[config.mk]
export PLATFORM = sky130hd
export DESIGN_NAME = octal_dac_port
export DESIGN_NICKNAME = d
export VERILOG_FILES = /design/src/rtl/dacp_pkg.sv /design/src/rtl/dacp_decode.sv /design/src/rtl/dacp_channel.sv /design/src/rtl/dacp_readback.sv /design/src/rtl/octal_dac_port.sv
export SDC_FILE = /design/constraint.sdc
export NUM_CORES = 1
export LEC_CHECK = 0
export BUFFER_PORTS_ARGS = -buffer_cell sky130_fd_sc_hd__buf_2
export CAP_MARGIN = 20
export CORE_MARGIN = 3
export CORE_UTILIZATION = 53
export DETAILED_ROUTE_END_ITERATION = 7
export PLACE_DENSITY = 0.86
export SLEW_MARGIN = 20
export SYNTH_ARGS = -nofsm -noshare
export SYNTH_HDL_FRONTEND = slang
export SYNTH_SLANG_ARGS = --single-unit
[constraint.sdc]
create_clock -name clk -period 1.6 [get_ports clk]
set_input_delay 0.16 -clock clk [delete_from_list [all_inputs] [get_ports clk]]
set_output_delay 0.16 -clock clk [all_outputs]
set_load 0.01 [all_outputs]
[src/rtl/dacp_pkg.sv]
// Package: shared sizes and helpers for the octal converter code port.
// Assumes offset-binary codes whose mid-scale is the top bit alone.
package dacp_pkg;
    parameter int CH_N   = 8;
    parameter int CODE_W = 14;

    // Mid-scale code for a given width (zero volts in offset binary).
    function automatic logic [31:0] mid_code(input int w);
        return 32'(1) << (w - 1);
    endfunction
endpackage

[src/rtl/dacp_decode.sv]
// Module: dacp_decode
// Turns the active-low host strobes into active-high per-channel write
// selects and global controls. Assumes the strobes are already stable
// around the clock edge (synchronous host).
module dacp_decode #(
    parameter int CH_N   = dacp_pkg::CH_N,
    parameter int ADDR_W = $clog2(CH_N)
) (
    input  logic              clk,
    input  logic              rst_n,
    input  logic              sel_n,
    input  logic [ADDR_W-1:0] chan,
    input  logic              hold_ld_n,
    input  logic              commit_n,
    input  logic              read_n,
    input  logic              hold_clr_n,
    input  logic              out_clr_n,
    output logic [CH_N-1:0]   wr_sel,
    output logic              copy_all,
    output logic              clr_hold,
    output logic              clr_out,
    output logic              rd_en
);
    logic wr_en;

    // Qualify the select-gated strobes and the global ones.
    always_comb begin
        wr_en    = !sel_n && !hold_ld_n;
        rd_en    = !sel_n && !read_n;
        copy_all = !commit_n;
        clr_hold = !hold_clr_n;
        clr_out  = !out_clr_n;
    end

    // One address comparator per channel.
    for (genvar i = 0; i < CH_N; i++) begin : g_sel
        assign wr_sel[i] = wr_en && (chan == ADDR_W'(i));
    end


    wr_sel_onehot_chk: assert property (@(posedge clk) disable iff (!rst_n)
        $onehot0(wr_sel))
        else $error("more than one channel selected for write");


    wr_gate_chk: assert property (@(posedge clk) disable iff (!rst_n)
        sel_n |-> (wr_sel == '0))
        else $error("write select active while deselected");
endmodule

[src/rtl/dacp_channel.sv]
// Module: dacp_channel
// One converter channel: a holding register loaded by address and an
// output register loaded by the global commit. Clears take priority
// over loads in their own bank. Holding and committing together passes
// bus data straight into the output.
module dacp_channel #(
    parameter int CODE_W = dacp_pkg::CODE_W
) (
    input  logic              clk,
    input  logic              rst_n,
    input  logic              wr_sel,
    input  logic              copy_all,
    input  logic              clr_hold,
    input  logic              clr_out,
    input  logic [CODE_W-1:0] bus_in,
    output logic [CODE_W-1:0] hold_q,
    output logic [CODE_W-1:0] out_q,
    output logic [CODE_W-1:0] out_signed
);
    localparam logic [CODE_W-1:0] MID  = CODE_W'(dacp_pkg::mid_code(CODE_W));
    localparam logic [CODE_W:0]   MIDX = (CODE_W+1)'(dacp_pkg::mid_code(CODE_W));

    // Holding register: clear, then addressed load.
    always_ff @(posedge clk) begin
        if (!rst_n)        hold_q <= MID;
        else if (clr_hold) hold_q <= MID;
        else if (wr_sel)   hold_q <= bus_in;
    end

    // Output register: clear, then commit (pass-through when addressed).
    always_ff @(posedge clk) begin
        if (!rst_n)        out_q <= MID;
        else if (clr_out)  out_q <= MID;
        else if (copy_all) out_q <= wr_sel ? bus_in : hold_q;
    end

    // Signed view: offset binary with the top bit flipped.
    assign out_signed = {~out_q[CODE_W-1], out_q[CODE_W-2:0]};


    always_comb begin
        if (rst_n) begin
            sview_chk: assert ({out_signed[CODE_W-1], out_signed} == ({1'b0, out_q} - MIDX))
                else $error("signed view does not equal code minus mid-scale");
        end
    end


    hold_clear_chk: assert property (@(posedge clk) disable iff (!rst_n)
        clr_hold |=> (hold_q == MID))
        else $error("holding register not cleared");


    out_clear_chk: assert property (@(posedge clk) disable iff (!rst_n)
        clr_out |=> (out_q == MID))
        else $error("output register not cleared");


    out_copy_chk: assert property (@(posedge clk) disable iff (!rst_n)
        (copy_all && !clr_out && !wr_sel) |=> (out_q == $past(hold_q)))
        else $error("commit did not copy holding value");


    out_keep_chk: assert property (@(posedge clk) disable iff (!rst_n)
        (!copy_all && !clr_out) |=> $stable(out_q))
        else $error("output changed without commit or clear");


    pass_thru_chk: assert property (@(posedge clk) disable iff (!rst_n)
        (copy_all && wr_sel && !clr_out) |=> (out_q == $past(bus_in)))
        else $error("pass-through did not reach the output");
endmodule

[src/rtl/dacp_readback.sv]
// Module: dacp_readback
// Registers the addressed holding value onto the outbound bus when a read
// is sampled, and drops the drive enable on every other cycle. Since it
// samples the holding registers before they update, a read alongside a
// load returns the earlier value.
module dacp_readback #(
    parameter int CH_N   = dacp_pkg::CH_N,
    parameter int CODE_W = dacp_pkg::CODE_W,
    parameter int ADDR_W = $clog2(CH_N)
) (
    input  logic              clk,
    input  logic              rst_n,
    input  logic              rd_en,
    input  logic [ADDR_W-1:0] chan,
    input  logic [CODE_W-1:0] hold [CH_N],
    output logic [CODE_W-1:0] bus_out,
    output logic              bus_oe
);
    logic [CODE_W-1:0] pick;

    // Address mux over the holding registers.
    always_comb begin
        pick = '0;
        for (int i = 0; i < CH_N; i++)
            if (chan == ADDR_W'(i)) pick = hold[i];
    end

    // Bus output register and its drive enable.
    always_ff @(posedge clk) begin
        if (!rst_n) begin
            bus_out <= '0;
            bus_oe  <= 1'b0;
        end else begin
            bus_out <= rd_en ? pick : '0;
            bus_oe  <= rd_en;
        end
    end


    oe_on_chk: assert property (@(posedge clk) disable iff (!rst_n)
        rd_en |=> bus_oe)
        else $error("bus not driven after read");


    oe_off_chk: assert property (@(posedge clk) disable iff (!rst_n)
        !rd_en |=> !bus_oe)
        else $error("bus driven without read");
endmodule

[src/rtl/octal_dac_port.sv]
// Module: octal_dac_port
// Top of the eight-channel double-buffered code port. It combines the strobe
// decoder, one register pair per channel and the readback path, then
// flattens the output codes and their signed views onto wide ports.
// Assumes a synchronous host that meets setup and hold to clk.
module octal_dac_port #(
    parameter int CH_N   = dacp_pkg::CH_N,
    parameter int CODE_W = dacp_pkg::CODE_W,
    parameter int ADDR_W = $clog2(CH_N)
) (
    input  logic                   clk,
    input  logic                   rst_n,
    input  logic                   sel_n,
    input  logic [ADDR_W-1:0]      chan,
    input  logic                   hold_ld_n,
    input  logic                   commit_n,
    input  logic                   read_n,
    input  logic                   hold_clr_n,
    input  logic                   out_clr_n,
    input  logic [CODE_W-1:0]      bus_in,
    output logic [CODE_W-1:0]      bus_out,
    output logic                   bus_oe,
    output logic [CH_N*CODE_W-1:0] code_o,
    output logic [CH_N*CODE_W-1:0] code_s_o
);
    logic [CH_N-1:0]   wr_sel;
    logic              copy_all;
    logic              clr_hold;
    logic              clr_out;
    logic              rd_en;
    logic [CODE_W-1:0] hold   [CH_N];
    logic [CODE_W-1:0] outc   [CH_N];
    logic [CODE_W-1:0] outs   [CH_N];

    dacp_decode #(.CH_N(CH_N), .ADDR_W(ADDR_W)) u_dec (
        .clk       (clk),
        .rst_n     (rst_n),
        .sel_n     (sel_n),
        .chan      (chan),
        .hold_ld_n (hold_ld_n),
        .commit_n  (commit_n),
        .read_n    (read_n),
        .hold_clr_n(hold_clr_n),
        .out_clr_n (out_clr_n),
        .wr_sel    (wr_sel),
        .copy_all  (copy_all),
        .clr_hold  (clr_hold),
        .clr_out   (clr_out),
        .rd_en     (rd_en)
    );

    // One register pair per channel, flattened onto the wide outputs.
    for (genvar i = 0; i < CH_N; i++) begin : g_ch
        dacp_channel #(.CODE_W(CODE_W)) u_ch (
            .clk       (clk),
            .rst_n     (rst_n),
            .wr_sel    (wr_sel[i]),
            .copy_all  (copy_all),
            .clr_hold  (clr_hold),
            .clr_out   (clr_out),
            .bus_in    (bus_in),
            .hold_q    (hold[i]),
            .out_q     (outc[i]),
            .out_signed(outs[i])
        );
        assign code_o[i*CODE_W +: CODE_W]   = outc[i];
        assign code_s_o[i*CODE_W +: CODE_W] = outs[i];
    end

    dacp_readback #(.CH_N(CH_N), .CODE_W(CODE_W), .ADDR_W(ADDR_W)) u_rb (
        .clk    (clk),
        .rst_n  (rst_n),
        .rd_en  (rd_en),
        .chan   (chan),
        .hold   (hold),
        .bus_out(bus_out),
        .bus_oe (bus_oe)
    );


    rst_idle_chk: assert property (@(posedge clk)
        !rst_n |=> (!bus_oe && code_o[CODE_W-1:0] == CODE_W'(dacp_pkg::mid_code(CODE_W))))
        else $error("reset state wrong");
endmodule

==> results.ini <==
[run_status]
status = complete, no violations

[power]
p_leak_nw = 5.74
powerDensity_nw_per_um2 = 1120
ir_drop_mv = 1.02

[timing]
clock_skew_ps = 14.1
tns_ps = 0
worst_pin_slew_ps = 702
period_needed_ps = 1420
slew_headroom_pct = 53.2
final_max_slew_viol_count = 0
fin_crit_sh_pct = 88.9
hold_viol = 0
finalSetupViolations = 0
fmax_mhz = 703
rsz0062_at_grt = false

[final_layout]
syn2layout_area_growth_pct = 17.3
final_layout_size_suffix_gt1_share_pct = 31.4
nNetsFinal = 1171
post-route-util_pct = 63.6

[drt]
via_count = 7788
ant_nets = 0
drt_first_pass_iters = 6
drc = 0
drt_iter0_drc = 816
via_per_inst = 5.59
finalWirelength_um = 27300
wl_per_cell_um = 19.6

[global_route]
grt_usage_pct = 26.0
grt_pass1_wl_um = 41100
gr-total-overflow = 0
grt_max_degree = 67
grt_pass1_vias = 7156
antenna_found_initial = 1

[clock_network]
cts_inserted_buffers = 23
cts_sinks = 239
ctsHoldBuffers = 0
cts_tree = yes
h-tree-depth = 1
post_cts_buffers = 0
insertion_delay_ps = 510
cts-root-buf = clkbuf_16
clock_path_buffers = 3
cts.clk_slew.worst_paths_ps = 60
cts.repair.resized = 0

[place]
io_buffers = 263
post-dp-hpwl_um = 19600
place_congestion = 0.964

[min_path]
worstHoldPathType = input pin to register

[synthesis]
syn-num-nets = 1031
syn_area_per_cell_um2 = 9.75
ys_top_cells_by_count = dfxtp_1, nor2_1, mux2i_1
yosysMostFrequentCell = dfxtp_1
synthTopCellsByArea = dfxtp_1, mux2i_1, buf_4
ys_ff_latch = 239
yosys_most_used_dff = dfxtp_1
synth_top_cell_area_share_pct = 48.8
ys_seq_area_share_pct = 48.8
synth_warnings = 0
synth.distinct_cells = 35
async_flop_share_pct = 0
yosysTopAreaCell = dfxtp_1
synth_cells = 1006
synth_area_um2 = 9810
synth-edff-count = 0

[worst_setup_path]
worst-path-buf-inv = 1
cp_max_fo = 2
crit_arrival_ps = 1820
crit_family = compound AO/OA/AOI/OAI gates
crit_required_ps = 2000
crit_chain = nor2b_1, a211oi_1, buf_4, o22ai_1, a31o_2
worst_path_max_delay_cell = a211oi_1
slowest_delay_ps = 330
worstSetupStartpointType = register
critPathCaptureType = register
critPathKind = register to register

[floorplanning]
start_util_pct = 54.2
dieArea_um2 = 20200
core-area_um2 = 18100
fp-row-count = 49
die_h_um = 142
ios = 264
dieWidth_um = 142

[job]
cap_violations = 0

[sequential cells by signal, indices dropped and copies added, names as in the netlist]
signal and cells:
u_rb.bus_oe 1, g_ch.u_ch.out_q 112, u_rb.bus_out 14, g_ch.u_ch.hold_q 112
[placed cells by master, fill, tap and decap left out, types with 2 or more instances in the layout]
cell type,netlist,layout
nor2_1,211,211
a21oi_1,9,9
dfxtp_1,239,239
clkbuf_8,0,3
nand2_1,24,22
clkbuf_16,0,23
clkinvlp_4,0,3
nand2_2,7,7
nor2b_1,8,8
mux2i_1,132,132
and2_1,2,2
buf_2,15,263
o2bb2ai_1,7,7
a211oi_1,110,110
a22oi_1,7,7
buf_12,0,13
nand2_4,0,2
nor3b_1,3,3
mux4_2,8,8
clkbuf_1,55,4
inv_1,8,8
nor3_1,9,9
o22ai_1,6,6
o21ai_0,6,6
buf_4,112,28
a22o_1,6,6
bufinv_16,0,4
inv_6,0,2
clkinv_2,0,3
a31o_1,2,2
a31o_2,4,4
[kinds of logic after synthesis]
group | count (synthesis) | share of synthesized area [%]
AO/OA/AOI/OAI | 159 | 12.0
buffers and inverters | 198 | 12.6
AND/OR/NAND/NOR | 270 | 11.4
multiplexers | 140 | 15.3
flip-flops | 239 | 48.8
[routing by layer]
metal,vias up,global-route usage [%],share of wire [%]
met1,3678,36.2,43
met4,0,8.69,3.4
met2,398,40.8,44
met5,-,0,0
met3,60,4.91,9.6
li1,3652,-,-
[per-stage QoR]
| step | setup slack, ps | area (um2) | std cells | power, W | hold WS (ps) |
|---|---|---|---|---|---|
| after CTS | 192 | 11500 | 1391 | 0.0129 | 5.38 |
| after global placement | 50.5 | 10700 | 1350 | 0.00721 | 435 |
| final | 177 | 11500 | 1392 | 0.0128 | 25.5 |
| after global routing | 137 | 11500 | 1392 | 0.0132 | 17.4 |
| after detailed placement | 41.4 | 10700 | 1350 | 0.00722 | 438 |
| after floorplan | 165 | 9810 | 1006 | 0.00692 | 272 |
[power by group]
group	switching, W	total (W)	internal (W)	leakage, nW
Combinational	0.000624	0.000983	0.000360	3.42
Sequential	0.0000721	0.00612	0.00605	1.94
Clock	0.00229	0.00573	0.00344	0.383
Total	0.00299	0.0128	0.00985	5.74
[worst paths after layout]
check,startpoint,endpoint,cells after the start,slack (ps)
worst max-delay path,g_ch[0].u_ch.hold_q[3]$_SDFF_PN0_,u_rb.bus_out[3]$_SDFF_PN0_,5,180
worst min-delay path,read_n,u_rb.bus_oe$_SDFF_PN0_,3,30
worst max register to register,g_ch[0].u_ch.hold_q[3]$_SDFF_PN0_,u_rb.bus_out[3]$_SDFF_PN0_,5,180
worst min register to register,g_ch[7].u_ch.hold_q[11]$_SDFF_PN0_,u_rb.bus_out[11]$_SDFF_PN0_,2,450
[cell type report]
class | instances | area [um2]
clock buffer | 30 | 632
timing repair buffer | 304 | 1790
tap | 229 | 287
fill | 1423 | 6580
multi-input combinational | 569 | 3810
inverter | 9 | 38.8
clock inverter | 11 | 166
sequential | 239 | 4780
antenna | 1 | 2.50
[worst reg2reg max path: stages (launching register included)]
cell,delay (ps)
dfxtp_1,320
nor2b_1,140
a211oi_1,330
buf_4,180
o22ai_1,80
a31o_2,280
No activity file was read; power rests on OpenSTA's default activity.
